File: config.mk
export PLATFORM = sky130hd
export DESIGN_NAME = thrIrqCtrl
export DESIGN_NICKNAME = d
export VERILOG_FILES = /design/src/rtl/thrPkg.sv /design/src/rtl/thrControl.sv /design/src/rtl/thrDatapath.sv /design/src/rtl/thrIrqCtrl.sv
export SDC_FILE = /design/constraint.sdc
export NUM_CORES = 1
export LEC_CHECK = 0
export BUFFER_PORTS_ARGS = -buffer_cell sky130_fd_sc_hd__clkbuf_2
export CAP_MARGIN = 15
export CELL_PAD_IN_SITES_DETAIL_PLACEMENT = 1
export CELL_PAD_IN_SITES_GLOBAL_PLACEMENT = 2
export CORE_ASPECT_RATIO = 2
export CORE_UTILIZATION = 23
export DETAILED_ROUTE_END_ITERATION = 10
export GPL_TIMING_DRIVEN = 0
export PLACE_DENSITY_LB_ADDON = 0.1
export SLEW_MARGIN = 0
export SYNTH_ARGS = -nofsm -noshare
export SYNTH_HDL_FRONTEND = slang
export SYNTH_HIERARCHICAL = 1
export SYNTH_SLANG_ARGS = --single-unit
File: constraint.sdc
create_clock -name clk -period 4.4 [get_ports clk]
set_input_delay 0.88 -clock clk [delete_from_list [all_inputs] [get_ports clk]]
set_output_delay 0.88 -clock clk [all_outputs]
set_load 0.05 [all_outputs]
File: src/rtl/thrPkg.sv
package thrPkg;
  localparam int THR_W = 6;
  localparam int CNT_W = 7;

  typedef struct packed {
    logic enLoad;
    logic txLoad;
    logic rxLoad;
  } thrStrobes_t;
endpackage

File: src/rtl/thrControl.sv
module thrControl
  import thrPkg::*;
#(
  parameter int TX_DEPTH = 64,
  parameter int RX_DEPTH = 48,
  parameter int ADDR_W = 8,
  parameter int DATA_W = 32,
  parameter logic [ADDR_W-1:0] EN_OFS = 8'h08,
  parameter logic [ADDR_W-1:0] TX_OFS = 8'h18,
  parameter logic [ADDR_W-1:0] RX_OFS = 8'h1C
) (
  input  logic clk,
  input  logic rstN,
  input  logic wrEn,
  input  logic [ADDR_W-1:0] regAddr,
  input  logic [DATA_W-1:0] wrData,
  input  logic [THR_W-1:0] txThr,
  input  logic [THR_W-1:0] rxThr,
  output thrStrobes_t strobes,
  output logic [THR_W-1:0] wrValue,
  output logic enable,
  output logic [DATA_W-1:0] rdData
);
  localparam logic [DATA_W-1:0] TX_LIMIT = DATA_W'(TX_DEPTH);
  localparam logic [DATA_W-1:0] RX_LIMIT = DATA_W'(RX_DEPTH);

  logic txInRange;
  logic rxInRange;
  logic hitEn;
  logic hitTx;
  logic hitRx;

  assign hitEn = (regAddr == EN_OFS);
  assign hitTx = (regAddr == TX_OFS);
  assign hitRx = (regAddr == RX_OFS);

  // Range check uses the full write word, so set reserved bits reject it.
  assign txInRange = (wrData < TX_LIMIT);
  assign rxInRange = (wrData <= RX_LIMIT);

  always_comb begin
    strobes.enLoad = wrEn && hitEn;
    strobes.txLoad = wrEn && hitTx && !enable && txInRange;
    strobes.rxLoad = wrEn && hitRx && !enable && rxInRange;
  end

  assign wrValue = wrData[THR_W-1:0];

  always_ff @(posedge clk or negedge rstN) begin
    if (!rstN) begin
      enable <= 1'b0;
    end else if (strobes.enLoad) begin
      enable <= wrData[0];
    end
  end

  always_comb begin
    rdData = '0;
    if (hitEn) begin
      rdData[0] = enable;
    end else if (hitTx) begin
      rdData[THR_W-1:0] = txThr;
    end else if (hitRx) begin
      rdData[THR_W-1:0] = rxThr;
    end
  end
endmodule

File: src/rtl/thrDatapath.sv
module thrDatapath
  import thrPkg::*;
(
  input  logic clk,
  input  logic rstN,
  input  thrStrobes_t strobes,
  input  logic [THR_W-1:0] wrValue,
  input  logic [CNT_W-1:0] txLevel,
  input  logic [CNT_W-1:0] rxLevel,
  output logic [THR_W-1:0] txThr,
  output logic [THR_W-1:0] rxThr,
  output logic txEmptyIrq,
  output logic rxFullIrq
);
  logic [CNT_W-1:0] rxTrip;

  always_ff @(posedge clk or negedge rstN) begin
    if (!rstN) begin
      txThr <= '0;
      rxThr <= '0;
    end else begin
      if (strobes.txLoad) txThr <= wrValue;
      if (strobes.rxLoad) rxThr <= wrValue;
    end
  end

  // Widened sum: threshold plus one never wraps.
  assign rxTrip = CNT_W'(rxThr) + CNT_W'(1);

  assign txEmptyIrq = (txLevel <= CNT_W'(txThr));
  assign rxFullIrq = (rxLevel >= rxTrip);
endmodule

File: src/rtl/thrIrqCtrl.sv
module thrIrqCtrl
  import thrPkg::*;
#(
  parameter int TX_DEPTH = 64,
  parameter int RX_DEPTH = 48
) (
  input  logic clk,
  input  logic rstN,
  input  logic wrEn,
  input  logic [7:0] regAddr,
  input  logic [31:0] wrData,
  output logic [31:0] rdData,
  input  logic [6:0] txLevel,
  input  logic [6:0] rxLevel,
  output logic txEmptyIrq,
  output logic rxFullIrq
);
  thrStrobes_t strobes;
  logic [THR_W-1:0] wrValue;
  logic [THR_W-1:0] txThr;
  logic [THR_W-1:0] rxThr;
  logic enable;

  thrControl #(
    .TX_DEPTH(TX_DEPTH),
    .RX_DEPTH(RX_DEPTH),
    .ADDR_W(8),
    .DATA_W(32)
  ) ctrl_i (
    .clk(clk),
    .rstN(rstN),
    .wrEn(wrEn),
    .regAddr(regAddr),
    .wrData(wrData),
    .txThr(txThr),
    .rxThr(rxThr),
    .strobes(strobes),
    .wrValue(wrValue),
    .enable(enable),
    .rdData(rdData)
  );

  thrDatapath dp_i (
    .clk(clk),
    .rstN(rstN),
    .strobes(strobes),
    .wrValue(wrValue),
    .txLevel(txLevel),
    .rxLevel(rxLevel),
    .txThr(txThr),
    .rxThr(rxThr),
    .txEmptyIrq(txEmptyIrq),
    .rxFullIrq(rxFullIrq)
  );
endmodule

## Word-level counts from Yosys, hierarchy flattened

Cells that the tools add are included.
Widths: inputs -> output; s select.

| storage, ports and cells | value |
|---|---|
| register bits | 13 |
| input bits | 57 |
| output and inout port bits | 34 |
| word-level logic and storage cells | 23 |

| cells by class | value |
|---|---|
| add/sub/neg operators | 1 |
| order comparisons | 4 |
| equality and inequality tests | 3 |
| muxes and demuxes | 4 |
| reduce and logical (&&, ||, !) cells | 8 |

Operators with widths:

| operator | count |
|---|---|
| $le 32x6->1 const B | 1 |
| $lt 32x7->1 const B | 1 |
| $eq 8x5->1 const B | 2 |
| $mux 6 | 2 |
| $eq 8x4->1 const B | 1 |
| $add 6x1->7 const B | 1 |
| $ge 7x7->1 | 1 |
| $le 7x6->1 | 1 |
| $logic_and 1x1->1 | 7 |
| $mux 5 | 1 |
| $logic_not 1->1 | 1 |
| $mux 1 | 1 |

## Depth between registers and ports, before layout

| depth | value |
|---|---|
| depth after elaboration | 4 |
| mapped depth | 7 |
| depth with buffers taken out | 7 |

## Cells and area by module

The synthesis kept the hierarchy.

Modules (own cells, without submodules):

| module | instances | cells an instance | area an instance (µm²) | seq. area each (µm²) |
|---|---|---|---|---|
| thrDatapath | 1 | 81 | 805.8 | 300.3 |
| thrControl | 1 | 71 | 538.0 | 25.0 |

## Worst setup path after synthesis

No wires, ideal clock.

| timing path | value |
|---|---|
| path kind | input port to output port |
| from | in rxLevel[0] |
| to | out rxFullIrq |
| data arrival time | 2.513 ns |
| required time | 3.520 ns |
| path slack | 1.007 ns |
| stages | 5 |
| path buffers | 0 |
| path through | inv_1 ha_1 nand2b_1 a211oi_1 o31ai_1 |

| between the ends | value |
|---|---|
| longest elaborated chain between the ends | 1 |

RTL lines:

| element | RTL line | text |
|---|---|---|
| start, declared | thrIrqCtrl.sv:14 | `input logic [6:0] rxLevel,` |
| $ge 7x7->1 | thrDatapath.sv:31 | `assign rxFullIrq = (rxLevel >= rxTrip);` |
| end, declared | thrIrqCtrl.sv:16 | `output logic rxFullIrq` |

No other way between the ends.

## Worst setup path in the final report

| timing path | value |
|---|---|
| from | in txLevel[4] |
| to | out txEmptyIrq |

| between the ends | value |
|---|---|
| longest elaborated chain between the ends | 1 |

RTL lines:

| element | RTL line | text |
|---|---|---|
| start, declared | thrIrqCtrl.sv:13 | `input logic [6:0] txLevel,` |
| $le 7x6->1 | thrDatapath.sv:30 | `assign txEmptyIrq = (txLevel <= CNT_W'(txThr));` |
| end, declared | thrIrqCtrl.sv:15 | `output logic txEmptyIrq,` |

No other way between the ends.

==> out/results.ini <==
[grt]
grt_max_degree=14
overflow=0
grt_pass1_wl_mm=5.91
antenna_found_initial=0
grtUsageTotal_pct=12.3
first_global_vias=1340

[layout]
mostFrequentLayoutCell=clkbuf_2
nFillCells=722
nets=316
layout_common_cells=63 x clkbuf_2, 32 x buf_4, 26 x conb_1, 14 x ha_1, 13 x dfrtp_1
n_antenna_cell=0
drive_above_1_share_pct=45.5
final_util_pct=33.7
area_delta_synth_final_pct=42.0

[synth]
ys_ff_latch=13
synthMuxAreaShare_pct=10.7
synthSimpleGateAreaFrac_pct=19.4
synthArstFlopShare_pct=100
postSynthCellCount=152
synth_top_area_share_pct=24.2
synthXorXnorAreaFrac_pct=2.61
yosysUniqueCellTypes=36
synth-compound-area-share_pct=8.10
synth_top_family_by_area=buffers and inverters
syn_avg_cell_area_um2=8.84
synth_area_leader_cell=dfrtp_1
synthTopCellsByArea=dfrtp_1 24%, buf_4 18%, ha_1 13%, mux2_2 5.0%, mux2i_1 3.7%
synthFlopType=dfrtp_1
synth_fa_ha_area_share_pct=13.0
syn_area_um2=1340
ys_warn_count=6
synth_edf_count=0
yosysSeqAreaShare_pct=24.2

[clock_network]
clock_latency_ns=0.24
clk_pin_slew_ns=0.04
cts_tree=yes
cts.sink_count=13
htree_levels=1
cts-root-buf=clkbuf_16
numCtsBuffers=3
cts_setup_buffers=0
clk_path_buf_depth=2
cts_hold_buf=0
cts_resized=0

[die]
die-area_um2=6170
die_x_um=56.1
fp.coreArea_um2=5660
initial_utilization_pct=23.7
io_pins=91
rows=39
die_h_um=110

[sta]
finalCritPeriodShare_pct=69.0
rsz0062_at_grt=no
setup_viol=0
clock_skew_ns=0.00172
min_period_ns=3.03
layout_setup_ws_ns=1.37
slew_violations=0
timing.fmax_ghz=0.329
hold_viol_final=0
tns_ns=0

[setup_path]
path_cells=clkbuf_2 > ha_1 > a21o_1 > a211o_1 > o22ai_1 > clkbuf_2
end_kind=output pin
path_buf_inv=2
r2r_slack_ns=2.52
critical_path_peak_fanout=2
rr_worst_depth=5
arrival_ns=2.15
rr_startpoint=ctrl_i/enable$_DFFE_PN0P_
crit_family=compound AO/OA/AOI/OAI gates
r2r-end=dp_i/rxThr[3]$_DFFE_PN0P_
path_class=in2out
path_common_cell=clkbuf_2
required_ns=3.52
crit_slowest_cell=ha_1
cp_slowest_stage_delay_ns=0.30
startpoint_type=input port

[power]
p_leak_nw=1.09
power.share.combinational_pct=30.7
intPower_mw=0.291
vdd_drop_max_v=0.000138
pwr-share-seq_pct=28.7
total_power_mw=0.420
power.density_nw_per_um2=220
switchingPower_mw=0.129
clkPwrFrac_pct=40.6
switching_share_pct=30.8

[status]
status=finished clean

[routing]
drt_iter0_drc=4
drc=0
vias=1303
routed_wl_mm=3.71
dr.pass1.iters=2
routedWlPerCell_um=12.2
ant_nets=0
via_per_inst=4.27

[place]
dp_hpwl_mm=3.38
gp_congestion=0.690
pre_cts_ws_ns=1.35
portBuffers=63

[hold_path]
hp-class=reg2reg
min_to=ctrl_i/enable$_DFFE_PN0P_
min_from=ctrl_i/enable$_DFFE_PN0P_
whs_path_depth=1

[job]
maxCapViolations=0

[per-layer routing]
metal	vias to the layer above	part of all wire, %	track usage [%]
li1	665	-	-
met1	604	32	10.8
met2	30	64	27.1
met3	4	2.5	0.933
met4	0	1.6	5.23
met5	-	0	0
[registers in the layout, indices dropped and copies added (netlist names)]
signal and cells:
dp_i/rxThr 6, ctrl_i/enable 1, dp_i/txThr 6
[final cells by class]
| type | count | area (µm²) | area share [%] |
|---|---|---|---|
| multi-input cells | 119 | 821 | 43.0 |
| flip-flops and latches | 13 | 325 | 17.0 |
| repair buffers | 63 | 315 | 16.5 |
| plain buffers | 35 | 254 | 13.3 |
| clock buffers | 4 | 78.8 | 4.13 |
| well taps | 61 | 76.3 | 4.00 |
| inverters | 10 | 37.5 | 1.97 |
[power groups by stage]
stage	combinational, mW	sequential, mW	clock [mW]
2_1_floorplan	0.0938	0.122	0
3_3_place_gp	0.129	0.123	0
3_5_place_dp	0.130	0.123	0
4_1_cts	0.130	0.121	0.175
5_1_grt	0.140	0.121	0.179
6_report	0.129	0.121	0.170
[logic make-up after synthesis]
| logic type | after synthesis |
|---|---|
| buffers and inverters | 45 |
| AND/OR/NAND/NOR | 44 |
| AO/OA/AOI/OAI | 18 |
| adder cells (fa/ha/maj) | 14 |
| multiplexers | 13 |
| flip-flops | 13 |
| XOR/XNOR | 4 |
| other | 1 |
[through the flow]
step                std cells  hold WS, ns  area [µm²]
finish                    305        0.535        1910
global route              305        0.556        1910
CTS                       305        0.542        1910
detailed placement        301        0.528        1830
global placement          301        0.532        1830
floorplan                 177        0.498        1440
[worst reg2reg max path, cell delays in order, from the launching register on]
cell,delay (ns)
dfrtp_1,0.38
nor4b_1,0.30
nand4_1,0.20
nor4_1,0.28
buf_2,0.24
mux2_2,0.36
[worst max-delay path by stage]
stage          cells past startpoint                      start          to  slack (ns)
5_1_grt                            7  dp_i/rxThr[0]$_DFFE_PN0P_   rxFullIrq        1.17
3_5_place_dp                       6                 txLevel[4]  txEmptyIrq        1.35
6_report                           6                 txLevel[4]  txEmptyIrq        1.37
3_3_place_gp                       6                 txLevel[4]  txEmptyIrq        1.35
2_1_floorplan                      5                 rxLevel[0]   rxFullIrq        1.01
4_1_cts                            7  dp_i/rxThr[0]$_DFFE_PN0P_   rxFullIrq        1.32
[synth_stat cells (all sizes together) (2+ instances only)]
library cell,count
a21oi,5
buf,34
dfrtp,13
ha,14
inv,10
mux2,8
mux2i,5
nand2,10
nand3,8
nand4,2
nor2,8
nor4,9
nor4b,2
o21ai,6
xor2,3
No activity file was read; power rests on OpenSTA's default activity.
